`src/rtl/kt_pkg.sv`:
```
package kt_pkg;

    localparam int TONE_COUNT = 41;
    localparam int TONE_IDX_W = 6;
    localparam int HC_BASE    = 16'h00F0;
    localparam int HC_STEP    = 16'h0010;

    typedef enum logic {
        BEEP_SILENT,
        BEEP_TONE
    } beep_state_e;

    typedef enum logic {
        WD_RESTORED,
        WD_DIP
    } wd_state_e;

    // Half-period, in clocks, between buzzer edges for each tone index.
    function automatic logic [15:0] tone_half_period(input logic [TONE_IDX_W-1:0] idx);
        logic [15:0] hp;
        unique case (idx)
            6'd0:  hp = 16'h0341;
            6'd1:  hp = 16'h030D;
            6'd2:  hp = 16'h02DF;
            6'd3:  hp = 16'h02B6;
            6'd4:  hp = 16'h0291;
            6'd5:  hp = 16'h0271;
            6'd6:  hp = 16'h0253;
            6'd7:  hp = 16'h0238;
            6'd8:  hp = 16'h021F;
            6'd9:  hp = 16'h0208;
            6'd10: hp = 16'h01F4;
            6'd11: hp = 16'h01E0;
            6'd12: hp = 16'h01CE;
            6'd13: hp = 16'h01BE;
            6'd14: hp = 16'h01AF;
            6'd15: hp = 16'h01A0;
            6'd16: hp = 16'h0193;
            6'd17: hp = 16'h0186;
            6'd18: hp = 16'h017A;
            6'd19: hp = 16'h016F;
            6'd20: hp = 16'h0165;
            6'd21: hp = 16'h015B;
            6'd22: hp = 16'h0151;
            6'd23: hp = 16'h0148;
            6'd24: hp = 16'h0140;
            6'd25: hp = 16'h0138;
            6'd26: hp = 16'h0130;
            6'd27: hp = 16'h0129;
            6'd28: hp = 16'h0122;
            6'd29: hp = 16'h011C;
            6'd30: hp = 16'h0115;
            6'd31: hp = 16'h010F;
            6'd32: hp = 16'h0109;
            6'd33: hp = 16'h0104;
            6'd34: hp = 16'h00FF;
            6'd35: hp = 16'h00FA;
            6'd36: hp = 16'h00F5;
            6'd37: hp = 16'h00F0;
            6'd38: hp = 16'h00EB;
            6'd39: hp = 16'h00E7;
            6'd40: hp = 16'h00E3;
            default: hp = 16'h0000;
        endcase
        return hp;
    endfunction

endpackage

```
`src/rtl/kt_tone_rom.sv`:
```
module kt_tone_rom
    import kt_pkg::*;
#(
    parameter int KEY_W        = 8,
    parameter int BASE_CODE    = 48,
    parameter int TMR_W        = 16,
    parameter int CNT_W        = 16,
    parameter int RELOAD_SHIFT = 0,
    parameter int COUNT_SHIFT  = 0
) (
    input  logic [KEY_W-1:0] key_code,
    output logic             hit,
    output logic [TMR_W-1:0] half_period,
    output logic [CNT_W-1:0] half_cycles
);
    localparam logic [KEY_W-1:0] BASE_K  = KEY_W'(BASE_CODE);
    localparam logic [KEY_W-1:0] LIMIT_K = KEY_W'(TONE_COUNT);

    logic [KEY_W-1:0]      offset;
    logic [TONE_IDX_W-1:0] idx;
    logic [15:0]           hp_raw;
    logic [CNT_W-1:0]      hc_raw;

    always_comb begin
        offset = key_code - BASE_K;
        hit    = (key_code >= BASE_K) && (offset < LIMIT_K);
        idx    = offset[TONE_IDX_W-1:0];
        hp_raw = tone_half_period(idx);
        hc_raw = CNT_W'(HC_BASE) + CNT_W'(idx) * CNT_W'(HC_STEP);
        half_period = TMR_W'(hp_raw >> RELOAD_SHIFT);
        half_cycles = hc_raw >> COUNT_SHIFT;
    end

endmodule

```
`src/rtl/kt_tick_timer.sv`:
```
module kt_tick_timer #(
    parameter int TMR_W      = 16,
    parameter int DEF_PERIOD = 2000
) (
    input  logic             clk,
    input  logic             rst_n,
    input  logic             load,
    input  logic [TMR_W-1:0] load_val,
    output logic             tick
);
    localparam logic [TMR_W-1:0] DEF_P = TMR_W'(DEF_PERIOD);
    localparam logic [TMR_W-1:0] ONE   = TMR_W'(1);

    logic [TMR_W-1:0] period_q;
    logic [TMR_W-1:0] cnt_q;

    // A load wins over an underflow in the same cycle.
    assign tick = (cnt_q == ONE) && !load;

    always_ff @(posedge clk or negedge rst_n) begin
        if (!rst_n) begin
            period_q <= DEF_P;
            cnt_q    <= DEF_P;
        end else if (load) begin
            period_q <= load_val;
            cnt_q    <= load_val;
        end else if (cnt_q == ONE) begin
            cnt_q    <= period_q;
        end else begin
            cnt_q    <= cnt_q - ONE;
        end
    end

    // a fresh load always defers the next tick by at least two clocks
    a_r4_load_defers_tick: assert property (@(posedge clk) disable iff (!rst_n)
        load |=> !tick);

    // period register only changes through a load
    a_r8_period_kept: assert property (@(posedge clk) disable iff (!rst_n)
        !load |=> $stable(period_q));

endmodule

```
`src/rtl/kt_wdog_kick.sv`:
```
module kt_wdog_kick
    import kt_pkg::*;
(
    input  logic clk,
    input  logic rst_n,
    input  logic tick,
    output logic wdog
);
    wd_state_e state_q, state_d;

    always_comb begin
        state_d = state_q;
        unique case (state_q)
            WD_RESTORED: if (tick) state_d = WD_DIP;
            WD_DIP:      state_d = WD_RESTORED;
            default:     state_d = WD_RESTORED;
        endcase
    end

    always_ff @(posedge clk or negedge rst_n) begin
        if (!rst_n) state_q <= WD_RESTORED;
        else        state_q <= state_d;
    end

    always_comb begin
        wdog = (state_q != WD_DIP);
    end

    a_r6_dip_after_tick: assert property (@(posedge clk) disable iff (!rst_n)
        tick |=> !wdog);

    a_r6_dip_one_clock: assert property (@(posedge clk) disable iff (!rst_n)
        !wdog |=> wdog);

    a_r6_no_dip_without_tick: assert property (@(posedge clk) disable iff (!rst_n)
        !tick |=> wdog);

endmodule

```
`src/rtl/key_tone_beeper.sv`:
```
module key_tone_beeper
    import kt_pkg::*;
#(
    parameter int KEY_W        = 8,
    parameter int BASE_CODE    = 48,
    parameter int TMR_W        = 16,
    parameter int CNT_W        = 16,
    parameter int DEF_RELOAD   = 2000,
    parameter int RELOAD_SHIFT = 0,
    parameter int COUNT_SHIFT  = 0
) (
    input  logic             clk,
    input  logic             rst_n,
    input  logic [KEY_W-1:0] key_code,
    input  logic             key_load,
    output logic             buzzer,
    output logic             wdog
);
    localparam int               DEF_PERIOD = DEF_RELOAD >> RELOAD_SHIFT;
    localparam logic [CNT_W-1:0] C_ONE      = CNT_W'(1);
    localparam logic [CNT_W-1:0] C_ZERO     = '0;

    logic             hit;
    logic             accept;
    logic             tick;
    logic [TMR_W-1:0] half_period;
    logic [CNT_W-1:0] half_cycles;

    beep_state_e      state_q, state_d;
    logic [CNT_W-1:0] left_q,  left_d;
    logic             buzz_q;

    kt_tone_rom #(
        .KEY_W       (KEY_W),
        .BASE_CODE   (BASE_CODE),
        .TMR_W       (TMR_W),
        .CNT_W       (CNT_W),
        .RELOAD_SHIFT(RELOAD_SHIFT),
        .COUNT_SHIFT (COUNT_SHIFT)
    ) u_rom (
        .key_code   (key_code),
        .hit        (hit),
        .half_period(half_period),
        .half_cycles(half_cycles)
    );

    assign accept = key_load && hit;

    kt_tick_timer #(
        .TMR_W     (TMR_W),
        .DEF_PERIOD(DEF_PERIOD)
    ) u_timer (
        .clk     (clk),
        .rst_n   (rst_n),
        .load    (accept),
        .load_val(half_period),
        .tick    (tick)
    );

    kt_wdog_kick u_wdog (
        .clk  (clk),
        .rst_n(rst_n),
        .tick (tick),
        .wdog (wdog)
    );

    // Next-state and remaining half-cycle logic
    always_comb begin
        state_d = state_q;
        left_d  = left_q;
        unique case (state_q)
            BEEP_SILENT: begin
                if (accept) begin
                    state_d = BEEP_TONE;
                    left_d  = half_cycles;
                end
            end
            BEEP_TONE: begin
                if (accept) begin
                    left_d  = half_cycles;
                end else if (tick) begin
                    left_d  = left_q - C_ONE;
                    if (left_q == C_ONE) state_d = BEEP_SILENT;
                end
            end
            default: begin
                state_d = BEEP_SILENT;
                left_d  = C_ZERO;
            end
        endcase
    end

    // State register
    always_ff @(posedge clk or negedge rst_n) begin
        if (!rst_n) begin
            state_q <= BEEP_SILENT;
            left_q  <= C_ZERO;
        end else begin
            state_q <= state_d;
            left_q  <= left_d;
        end
    end

    // Output register: toggle on each tick while a tone sounds
    always_ff @(posedge clk or negedge rst_n) begin
        if (!rst_n)                         buzz_q <= 1'b0;
        else if (state_q == BEEP_TONE && tick) buzz_q <= ~buzz_q;
    end

    assign buzzer = buzz_q;

    // the buzzer moves only on a tick
    a_r2_edge_only_on_tick: assert property (@(posedge clk) disable iff (!rst_n)
        !tick |=> $stable(buzzer));

    // a silent beeper with no accepted load keeps its level
    a_r3_silent_holds: assert property (@(posedge clk) disable iff (!rst_n)
        (state_q == BEEP_SILENT && !accept) |=> $stable(buzzer));

    // the last half-cycle returns the machine to silence
    a_r3_ends_silent: assert property (@(posedge clk) disable iff (!rst_n)
        (state_q == BEEP_TONE && tick && left_q == C_ONE) |=> state_q == BEEP_SILENT);

    // a rejected code leaves the remaining count alone unless a tick spends it
    a_r7_reject_keeps_count: assert property (@(posedge clk) disable iff (!rst_n)
        (key_load && !hit && !tick) |=> $stable(left_q));

    // an accepted load never flips the buzzer at its own edge
    a_r9_load_keeps_level: assert property (@(posedge clk) disable iff (!rst_n)
        accept |=> $stable(buzzer));

endmodule

```
`config.mk`:
```
export PLATFORM = sky130hd
export DESIGN_NAME = key_tone_beeper
export DESIGN_NICKNAME = d
export VERILOG_FILES = /design/src/rtl/kt_pkg.sv /design/src/rtl/kt_tone_rom.sv /design/src/rtl/kt_tick_timer.sv /design/src/rtl/kt_wdog_kick.sv /design/src/rtl/key_tone_beeper.sv
export SDC_FILE = /design/constraint.sdc
export NUM_CORES = 1
export LEC_CHECK = 0
export BUFFER_PORTS_ARGS = -buffer_cell sky130_fd_sc_hd__buf_2
export CAP_MARGIN = 20
export CELL_PAD_IN_SITES_DETAIL_PLACEMENT = 0
export CELL_PAD_IN_SITES_GLOBAL_PLACEMENT = 2
export CORE_UTILIZATION = 41
export CTS_CLUSTER_SIZE = 24
export DETAILED_ROUTE_END_ITERATION = 12
export HOLD_SLACK_MARGIN = 0.15
export PLACE_DENSITY_LB_ADDON = 0.1
export SLEW_MARGIN = 20
export SYNTH_ARGS = -nofsm -noshare
export SYNTH_HDL_FRONTEND = slang
export SYNTH_SLANG_ARGS = --single-unit
```
`constraint.sdc`:
```
create_clock -name clk -period 5.4 [get_ports clk]
set_clock_uncertainty 0.15 [all_clocks]
set_input_delay 0.54 -clock clk [delete_from_list [all_inputs] [get_ports clk]]
set_output_delay 0.54 -clock clk [all_outputs]
set_load 0.005 [all_outputs]
```
==> out/qor.csv, run 1 <==
stage,metric,value,unit
status,status,"finished, final reports clean",
synthesis,ys_seq_area_share,37.6,%
placement,port_buffers,12,
synthesis,async_reset_ff_share,100,%
drt,drt_pass1_iterations,4,
power_and_ir_drop,power,1.28,mW
timing,fin_setup_tns,0,ns
worst_setup_path,reg2reg_from,u_timer.cnt_q[5]$_DFF_PN0_,
die,start_util,42.5,%
placement,gp_congestion,0.880,
timing,tightest_slew,0.698,ns
power_and_ir_drop,p_per_area,384,mW/mm²
drt,routed_wl,7350,µm
clock_network,ctsLongestPathBuffers,2,
timing,fmax,383,MHz
worst_setup_path,worstPathArrival,2.68,ns
power_and_ir_drop,p_sw,0.503,mW
clock_network,cts_root_buffer,clkbuf_8,
synthesis,avgSynthCellArea,8.44,µm²
global_routing,antenna_found_initial,0,
power_and_ir_drop,seqPwrFrac,46.2,%
drt,via_per_inst,5.42,
cells_and_area,multi_input_area,0.00180,mm²
timing,max-slew-margin-rel,53.4,%
synthesis,yosys-top-cells-area,"dfrtp_1 27%, dfstp_2 10%, xnor2_1 6.5%",
die,rows,31,
worst_setup_path,critPathLaunchType,input port,
timing,rsz0062_at_grt,no,
power_and_ir_drop,p_sw_share,39.3,%
timing,hold_viol_final,0,
die,pin_count,13,
worst_setup_path,worstPathRequired,5.46,ns
hold_path,holdCritPathClass,in2async,
clock_network,cts_buffers,5,
worst_setup_path,rrSetupSlack,2.83,ns
worst_setup_path,end_kind,flop,
synthesis,synthesis.area,0.00310,mm²
global_routing,grt_max_degree,47,
cells_and_area,diodes,0,
clock_network,post_cts_buffers,0,
clock_network,cts_hold_buf,0,
synthesis,ys_types,53,
clock_network,cts_tree,yes,
clock_network,htree_levels,2,
global_routing,grt_overflow_total,0,
drt,drtAntennaViolNets,0,
cells_and_area,ff_latch_area,0.00117,mm²
job,maxCapViolCount,0,
power_and_ir_drop,p_comb_share,37.7,%
drt,drc_errors,0,
timing,post-route-period-util,48.4,%
cells_and_area,layout-drive-gt1-share,10.7,%
worst_setup_path,r2r_cells,5,
synthesis,yosysMostFrequentCell,nor2_1,
drt,vias,2556,
timing,setup_viol,0,
clock_network,clk_latency,0.30,ns
clock_network,clk_pin_slew,0.09,ns
power_and_ir_drop,power.leakage,1.40,nW
worst_setup_path,worstReg2RegEnd,left_q[12]$_DFFE_PN0P_,
worst_setup_path,path_max_fanout,21,
clock_network,clock_sinks,46,
die,die_w,88.9,µm
die,dieArea,0.00791,mm²
cells_and_area,area_growth,7.75,%
worst_setup_path,criticalPathCategory,in2reg,
synthesis,synth_cells,367,
power_and_ir_drop,ir_drop,0.000163,V
power_and_ir_drop,clkPwrFrac,16.1,%
cells_and_area,num-nets-final,399,
synthesis,synth_top_area_share,27.5,%
timing,slew_violations,0,
synthesis,synth_top_cell_by_area,dfrtp_1,
clock_network,cts_resized,0,
drt,drt_iter0_markers,104,
synthesis,yosys_register_bits,46,
global_routing,grt_pass1_vias,2323,
timing,post-route-min-period,2.61,ns
synthesis,synth_edf_count,0,
global_routing,grt_usage,19.9,%
power_and_ir_drop,power.internal,0.778,mW
cells_and_area,fillers,747,
synthesis,synth_common_cells,"39 x nor2_1, 34 x dfrtp_1, 33 x nand2_1",
die,core-area,0.00729,mm²
placement,post-dp-hpwl,5120,µm
drt,routedWlPerCell,15.6,µm
global_routing,grt_pass1_wl,11900,µm
synthesis,synth-main-ff-cell,dfrtp_1,
die,die_y,88.9,µm
synthesis,yosys_warnings,0,
synthesis,syn_nets,394,
layout by cell type (no fill, tap or decap), types with 14 or more instances in the layout:
cell type   n
a21oi_1    21
dfrtp_1    34
ha_1       16
inv_1      15
nand2_1    33
nor2_1     39
nor4_1     14
o21ai_0    29
xnor2_1    23
critical path, stage by stage:
cell and delay (ns):
buf_2 0.32, clkinv_1 0.31, ha_1 0.74, mux2i_1 0.26
o22ai_1 0.10, a21oi_1 0.27, o21ai_0 0.14
how the worst max path moves through the flow:
stage                          startpoint                         endpoint  slack, ns  cells past startpoint
2_1_floorplan                 key_code[4]            left_q[9]$_DFFE_PN0P_       2.84                      8
3_3_place_gp   u_timer.cnt_q[5]$_DFF_PN0_           left_q[12]$_DFFE_PN0P_       2.45                      5
3_5_place_dp   u_timer.cnt_q[5]$_DFF_PN0_            left_q[4]$_DFFE_PN0P_       2.42                      4
4_1_cts        u_timer.cnt_q[5]$_DFF_PN0_            left_q[4]$_DFFE_PN0P_       2.37                      4
5_1_grt        u_timer.cnt_q[5]$_DFF_PN0_            left_q[9]$_DFFE_PN0P_       2.57                      4
6_report                      key_code[4]  u_timer.period_q[7]$_DFFE_PN1P_       2.79                      7
state kept, by name (all words and copies together) (netlist names):
| signal | flops |
|---|---|
| u_timer.period_q | 11 |
| u_timer.cnt_q | 16 |
| left_q | 16 |
| u_wdog.state_q | 1 |
| buzzer | 1 |
| state_q | 1 |
per-layer routing:
metal,vias to the layer above,global-route usage [%],routed length [µm]
met5,-,0,0
met4,0,5.13,84
met3,6,3.05,160
met2,23,31.5,3400
met1,1210,28.3,3710
li1,1317,-,-
metrics by stage:
stage	hold WS [ns]	instances	utilization [%]	cell area, µm²	setup slack, ns
5_1_grt	0.228	472	45.8	3340	2.57
6_report	0.169	472	45.8	3340	2.79
4_1_cts	0.199	471	45.6	3330	2.37
3_3_place_gp	0.277	463	44.5	3240	2.45
3_5_place_dp	0.281	463	44.5	3240	2.42
2_1_floorplan	0.0944	367	-	3100	2.84
logic make-up (layout without fill, tap and decap cells):
kind of cell | Yosys count | after routing | synth area share (%)
compound gates | 90 | 90 | 18.1
xor+xnor | 27 | 27 | 7.63
fa+ha+maj | 16 | 16 | 6.46
buf+inv | 35 | 41 | 4.36
flops | 46 | 46 | 37.6
mux | 6 | 6 | 1.98
simple gates | 147 | 147 | 23.9
final cells by class:
class | count | share of cell area, %
Multi-Input combinational cell | 286 | 54.0
Timing Repair Buffer | 17 | 3.04
Clock buffer | 7 | 2.29
Inverter | 16 | 1.80
Clock inverter | 1 | 0.225
Tap cell | 99 | 3.71
Sequential cell | 46 | 34.9
power groups by stage:
stage	Sequential (mW)	Combinational, mW	Clock [mW]
floorplan	0.568	0.371	0
global placement	0.592	0.479	0
detailed placement	0.594	0.481	0
CTS	0.588	0.484	0.212
global route	0.610	0.550	0.229
finish	0.591	0.483	0.206
No activity file was read; power rests on OpenSTA's default activity.
==> run 2: changes to the inputs <==
- CORE_UTILIZATION: 41 -> 34
- clock period: 5.4 -> 2.31 ns (I/O delays scaled with it)
==> run 2 against run 1 <==
Effect of this change:
- wire length grew 7.9%
- critical path depth did not move
- combinational power rose to 2.8 times the previous value
- clock power rose to 2.7 times the previous value
- critical endpoint is now left_q[6]$_DFFE_PN0P_
- highest routed layer unchanged
- largest cell class unchanged
- count of clock-buffer cells in the layout is 2 lower
- global-route usage fell by 2.5 points
- cell count is 7.4% higher
- sequential share of layout area fell by 2.8 points
- setup slack got worse by 2.8 ns
==> out/qor.csv, run 2 (synthesis gave the netlist of run 1 again) <==
stage,metric,value,unit,change
global_routing,grt_pass1_wl,13400,µm,"was 11,900 µm"
power_and_ir_drop,p_per_area,897,mW/mm²,was 384 mW/mm²
global_routing,grt_pass1_vias,2580,,"was 2,323"
cells_and_area,multi_input_area,0.00184,mm²,was 0.00180 mm²
hold_path,hp-start,key_code[4],,
placement,port_buffers,12,,unchanged
cells_and_area,layout-drive-gt1-share,18.8,%,was 10.7%
cells_and_area,area_growth,17.1,%,was 7.75%
die,pin_count,13,,unchanged
worst_setup_path,worstPathRequired,2.39,ns,was 5.46 ns
cells_and_area,fin_util,41.4,%,was 45.8%
placement,gp_congestion,0.852,,was 0.880
die,dieArea,0.00950,mm²,was 0.00791 mm²
cells_and_area,diodes,0,,unchanged
drt,drt_iter0_markers,56,,was 104
clock_network,ctsLongestPathBuffers,2,,unchanged
hold_path,hold_path_end,u_timer.period_q[9]$_DFFE_PN1P_,,
timing,slew_violations,0,,unchanged
global_routing,grt_usage,17.3,%,was 19.9%
worst_setup_path,criticalPathCategory,reg2reg,,was in2reg
clock_network,clock_sinks,46,,unchanged
die,die_y,97.5,µm,was 88.9 µm
timing,setup_viol,0,,unchanged
die,die_w,97.5,µm,was 88.9 µm
placement,dp_cells,498,,was 463
clock_network,cts_root_buffer,clkbuf_8,,unchanged
timing,tightest_slew,0.594,ns,was 0.698 ns
cells_and_area,reg.largest.list,"left_q (16), u_timer.cnt_q (16), u_timer.period_q (11)",,unchanged
clock_network,cts_tree,yes,,unchanged
global_routing,grt_overflow_total,0,,unchanged
timing,post-route-min-period,2.29,ns,
cells_and_area,fillers,935,,was 747
clock_network,clk_latency,0.30,ns,about the same
clock_network,cts_buffers,5,,unchanged
power_and_ir_drop,power.leakage,1.55,nW,was 1.40 nW
drt,drt_pass1_iterations,4,,unchanged
drt,via_per_inst,5.30,,was 5.42
cells_and_area,stdcell_count,507,,was 472
drt,vias,2687,,"was 2,556"
cells_and_area,num-nets-final,425,,was 399
worst_setup_path,worstReg2RegEnd,left_q[6]$_DFFE_PN0P_,,was left_q[12]$_DFFE_PN0P_
drt,routedWlPerCell,15.6,µm,about the same
drt,drtAntennaViolNets,0,,unchanged
cells_and_area,layout.cells.most_common,nor2_1,,unchanged
worst_setup_path,r2r_cells,7,,was 5
drt,drc_errors,0,,unchanged
status,status,"finished, final reports clean",,unchanged
die,start_util,35.4,%,was 42.5%
worst_setup_path,end_kind,flop,,unchanged
worst_setup_path,critPathLaunchType,flop,,was input port
cells_and_area,mostFrequentLayoutCells,"39 x nor2_1, 34 x dfrtp_1, 33 x nand2_1",,unchanged
hold_path,hold_path_depth,3,,
hold_path,holdCritPathClass,in2reg,,was in2async
timing,max-slew-margin-rel,60.4,%,was 53.4%
power_and_ir_drop,ir_drop,0.000364,V,was 0.000163 V
placement,post-place-ws,0.0233,ns,was 2.42 ns
die,core-area,0.00876,mm²,was 0.00729 mm²
worst_setup_path,rrSetupSlack,0.02,ns,was 2.83 ns
worst_setup_path,path_max_fanout,3,,was 21
drt,routed_wl,7930,µm,was 7350 µm
die,rows,34,,was 31
job,maxCapViolCount,0,,unchanged
timing,rsz0062_at_grt,yes,,was no
clock_network,clk_pin_slew,0.10,ns,was 0.09 ns
clock_network,htree_levels,2,,unchanged
cells_and_area,ff_latch_area,0.00117,mm²,unchanged
timing,post-route-period-util,99.2,%,
timing,fmax,437,MHz,
timing,setup_ws,0.0193,ns,was 2.79 ns
placement,post-dp-hpwl,5820,µm,was 5120 µm
timing,hold_viol_final,0,,unchanged
global_routing,antenna_found_initial,0,,unchanged
worst_setup_path,reg2reg_from,u_timer.cnt_q[1]$_DFF_PN0_,,was u_timer.cnt_q[5]$_DFF_PN0_
timing,fin_setup_tns,0,ns,unchanged
worst_setup_path,worstPathArrival,2.37,ns,was 2.68 ns
clock_network,post_cts_buffers,0,,unchanged
global_routing,grt_max_degree,33,,was 47
[run 2: worst max-delay path: stages, from the launching register on]
cell     delay (ns)
dfrtp_1        0.40
inv_2          0.06
ha_1           0.14
or4b_4         0.46
or3_4          0.38
or2_4          0.26
o31a_1         0.25
a22oi_2        0.12
[run 2: routing by layer]
metal | vias up | share of wire, % | routed length (µm) | track usage [%]
li1 | 1371 | - | - | -
met2 | 18 | 47 | 3690 | 28.7
met3 | 2 | 1.5 | 120 | 2.16
met5 | - | 0 | 0 | 0
met4 | 0 | 0.45 | 36 | 2.71
met1 | 1296 | 51 | 4080 | 24.6
[run 2: per-stage QoR]
step | hold slack, ns | area (µm²) | total power, mW
CTS | 0.162 | 3600 | 3.27
global placement | 0.123 | 3490 | 2.68
finish | 0.151 | 3630 | 3.25
detailed placement | 0.121 | 3490 | 2.69
floorplan | -0.215 | 3100 | 2.20
global route | 0.161 | 3630 | 3.52
[run 2: worst max path at each step]
stage,from,to,slack (ns),depth (start not counted)
after global placement,u_timer.cnt_q[1]$_DFF_PN0_,left_q[6]$_DFFE_PN0P_,0.06,7
after CTS,u_timer.cnt_q[1]$_DFF_PN0_,left_q[6]$_DFFE_PN0P_,0.002,7
final,u_timer.cnt_q[1]$_DFF_PN0_,left_q[6]$_DFFE_PN0P_,0.02,7
after floorplan,key_code[4],left_q[9]$_DFFE_PN0P_,0.06,8
after global routing,u_timer.cnt_q[1]$_DFF_PN0_,left_q[6]$_DFFE_PN0P_,-0.10,7
after detailed placement,u_timer.cnt_q[1]$_DFF_PN0_,left_q[6]$_DFFE_PN0P_,0.02,7
[run 2: power breakdown]
part	total [mW]	leakage, nW	switching [mW]	internal [mW]
combinational	1.35	0.947	0.720	0.627
clock	0.548	0.0506	0.321	0.227
sequential	1.36	0.554	0.236	1.12
total	3.25	1.55	1.28	1.98
[run 2: what timing repair did]
action,CTS,global route
pin swaps,2,0
gates resized for setup,3,5
hold buffers,1,0
endpoints found under the hold margin,20,0
cloned,0,0
setup endpoints to repair,1,8
[run 2: cell type report]
cell class              instances  share of cell area [%]
clock buffers                   5                    1.90
clock inverters                 3                   0.793
inverters                      16                    1.66
multi-input cells             286                    50.6
flip-flops and latches         46                    32.1
well taps                     108                    3.72
repair buffers                 43                    9.17
==> run 3: changes to the inputs <==
- GPL_TIMING_DRIVEN: unset -> 0
==> run 3 against run 2 <==
Effect of this change:
- utilization fell by 1.1 points
- the run now ends with negative setup slack left
- critical path depth unchanged
- total power fell by 2.1%
==> out/qor.csv, run 3 (synthesis gave the netlist of run 1 again) <==
stage,metric,value,unit,change
worst_setup_path,path_buf_inv,1,,unchanged
global_routing,antenna_found_initial,0,,unchanged
global_routing,grt_usage,18.3,%,was 17.3%
timing,fmax,433,MHz,was 437 MHz
clock_network,cts_buffers,5,,unchanged
worst_setup_path,worstPathArrival,2.38,ns,was 2.37 ns
drt,routed_wl,8340,µm,was 7930 µm
worst_setup_path,criticalPathCategory,reg2reg,,unchanged
clock_network,clk_pin_slew,0.11,ns,was 0.10 ns
timing,fin_setup_tns,-0.00183,ns,was 0 ns
worst_setup_path,crit_chain,inv_1 > ha_1 > or4b_4 > or3_4 > or2_4 > o31a_1 > a22oi_1,,was inv_2 > ha_1 > or4b_4 > or3_4 > or2_4 > o31a_1 > a22oi_2
global_routing,grt_pass1_vias,2671,,"was 2,580"
cells_and_area,mostFrequentLayoutCells,"38 x nor2_1, 34 x dfrtp_1, 33 x nand2_1",,"was 39 x nor2_1, 34 x dfrtp_1, 33 x nand2_1"
drt,routedWlPerCell,16.7,µm,was 15.6 µm
timing,post-route-period-util,100,%,was 99.2%
die,rows,34,,unchanged
clock_network,cts_tree,yes,,unchanged
job,maxCapViolCount,0,,unchanged
worst_setup_path,cp_slowest_cell,or4b_4,,unchanged
drt,drc_errors,0,,unchanged
drt,via_per_inst,5.40,,was 5.30
placement,post-dp-hpwl,6160,µm,was 5820 µm
die,die_y,97.5,µm,unchanged
timing,hold_viol_final,0,,unchanged
drt,drt_pass1_iterations,4,,unchanged
global_routing,grt_overflow_total,0,,unchanged
drt,vias,2694,,"was 2,687"
timing,tightest_slew,0.594,ns,about the same
clock_network,ctsLongestPathBuffers,2,,unchanged
cells_and_area,ff_latch_area,0.00117,mm²,unchanged
placement,gp_congestion,0.828,,was 0.852
timing,slew_violations,0,,unchanged
clock_network,clock_sinks,46,,unchanged
power_and_ir_drop,ir_drop,0.000339,V,was 0.000364 V
cells_and_area,num-nets-final,417,,was 425
worst_setup_path,path_max_fanout,3,,unchanged
clock_network,clk_latency,0.31,ns,was 0.30 ns
clock_network,cts_root_buffer,clkbuf_8,,unchanged
power_and_ir_drop,power,3.19,mW,was 3.25 mW
die,pin_count,13,,unchanged
placement,dpl-instance-area,0.00329,mm²,was 0.00349 mm²
worst_setup_path,r2r_cells,7,,unchanged
cells_and_area,area_growth,14.1,%,was 17.1%
worst_setup_path,critPathTopFamily,simple AND/OR/NAND/NOR gates,,unchanged
worst_setup_path,critPathLaunchType,flop,,unchanged
power_and_ir_drop,p_per_area,902,mW/mm²,was 897 mW/mm²
cells_and_area,multi_input_area,0.00187,mm²,was 0.00184 mm²
die,core-area,0.00876,mm²,unchanged
worst_setup_path,end_kind,flop,,unchanged
placement,port_buffers,12,,unchanged
timing,rsz0062_at_grt,yes,,unchanged
drt,drt_iter0_markers,87,,was 56
cells_and_area,layout.cells.most_common,nor2_1,,unchanged
status,violations,negative setup slack,,
timing,setup_viol,1,,was 0
die,die_w,97.5,µm,unchanged
hold_path,holdCritPathClass,in2reg,,unchanged
worst_setup_path,worstPathRequired,2.38,ns,was 2.39 ns
cells_and_area,fillers,927,,was 935
global_routing,grt_pass1_wl,13900,µm,"was 13,400 µm"
cells_and_area,diodes,0,,unchanged
hold_path,hold_path_depth,5,,was 3
timing,post-route-min-period,2.31,ns,was 2.29 ns
die,start_util,35.4,%,unchanged
cells_and_area,design_area,0.00353,mm²,was 0.00363 mm²
timing,holdWs,0.255,ns,was 0.151 ns
timing,setup_ws,-0.00183,ns,was 0.0193 ns
drt,drtAntennaViolNets,0,,unchanged
timing,max-slew-margin-rel,60.4,%,about the same
cells_and_area,layout-drive-gt1-share,16.4,%,was 18.8%
worst_setup_path,slowest_delay,0.47,ns,was 0.46 ns
worst_setup_path,cp.depth,7,,unchanged
die,dieArea,0.00950,mm²,unchanged
power_and_ir_drop,power.leakage,1.47,nW,was 1.55 nW
status,status,"complete, but fails checks",,"was finished, final reports clean"
global_routing,grt_max_degree,47,,was 33
clock_network,htree_levels,2,,unchanged
cells_and_area,reg.largest.list,"left_q (16), u_timer.cnt_q (16), u_timer.period_q (11)",,unchanged
run 3: cell types whose count changed in the layout (fill, tap and decap cells not counted), sizes merged:
cell,change
clkbuf,+15
buf,-23
run 3: layout make-up:
class                      instances  share of cell area, %
clock buffer                       5                   1.95
clock inverter                     3                  0.814
timing repair buffer              18                   3.47
buffer                            17                   2.34
tap                              108                   3.82
inverter                          16                   1.74
multi-input combinational        286                   52.9
sequential                        46                   33.0
run 3: repair_timing:
action	4_1_cts	5_1_grt
setup buffers	2	3
setup endpoints to repair	46	39
hold endpoints to repair	34	0
resized for setup	14	14
hold buffers	1	0
pin swaps	1	3
run 3: path summary, 6_finish.rpt:
check                                           start                         endpoint  slack, ns
setup / recovery           u_timer.cnt_q[1]$_DFF_PN0_            left_q[6]$_DFFE_PN0P_     -0.002
hold / removal                            key_code[7]  u_timer.period_q[4]$_DFFE_PN1P_       0.26
setup reg to reg           u_timer.cnt_q[1]$_DFF_PN0_            left_q[6]$_DFFE_PN0P_     -0.002
hold reg to reg              u_wdog.state_q$_DFF_PN0_         u_wdog.state_q$_DFF_PN0_       0.29
max in group asynchronous                       rst_n            left_q[6]$_DFFE_PN0P_       1.28
min in group asynchronous                       rst_n       u_timer.cnt_q[5]$_DFF_PN0_       0.32
run 3: routing by layer:
layer | share of wire, % | vias to the layer above | GRT usage, %
li1 | - | 1353 | -
met3 | 1.9 | 10 | 2.45
met4 | 1.5 | 0 | 4.75
met1 | 49 | 1299 | 25.6
met5 | 0 | - | 0
met2 | 47 | 32 | 29.8
run 3: worst reg2reg max path: stages, from the launching register on:
cell and delay, ns:
dfrtp_1 0.39, inv_1 0.07, ha_1 0.16, or4b_4 0.47, or3_4 0.39, or2_4 0.24
o31a_1 0.23, a22oi_1 0.13
run 3: per-stage QoR:
step	utilization [%]	std cells	setup slack, ns
final	40.3	499	-0.00183
after global routing	40.3	499	-0.100
after CTS	39.5	496	-0.0523
after global placement	37.6	487	-0.889
after floorplan	-	367	0.0590
after detailed placement	37.6	487	-0.884
run 3: report_power, final:
group | switching (mW) | total [mW] | internal, mW
sequential | 0.279 | 1.40 | 1.12
combinational | 0.693 | 1.24 | 0.546
clock | 0.319 | 0.546 | 0.227
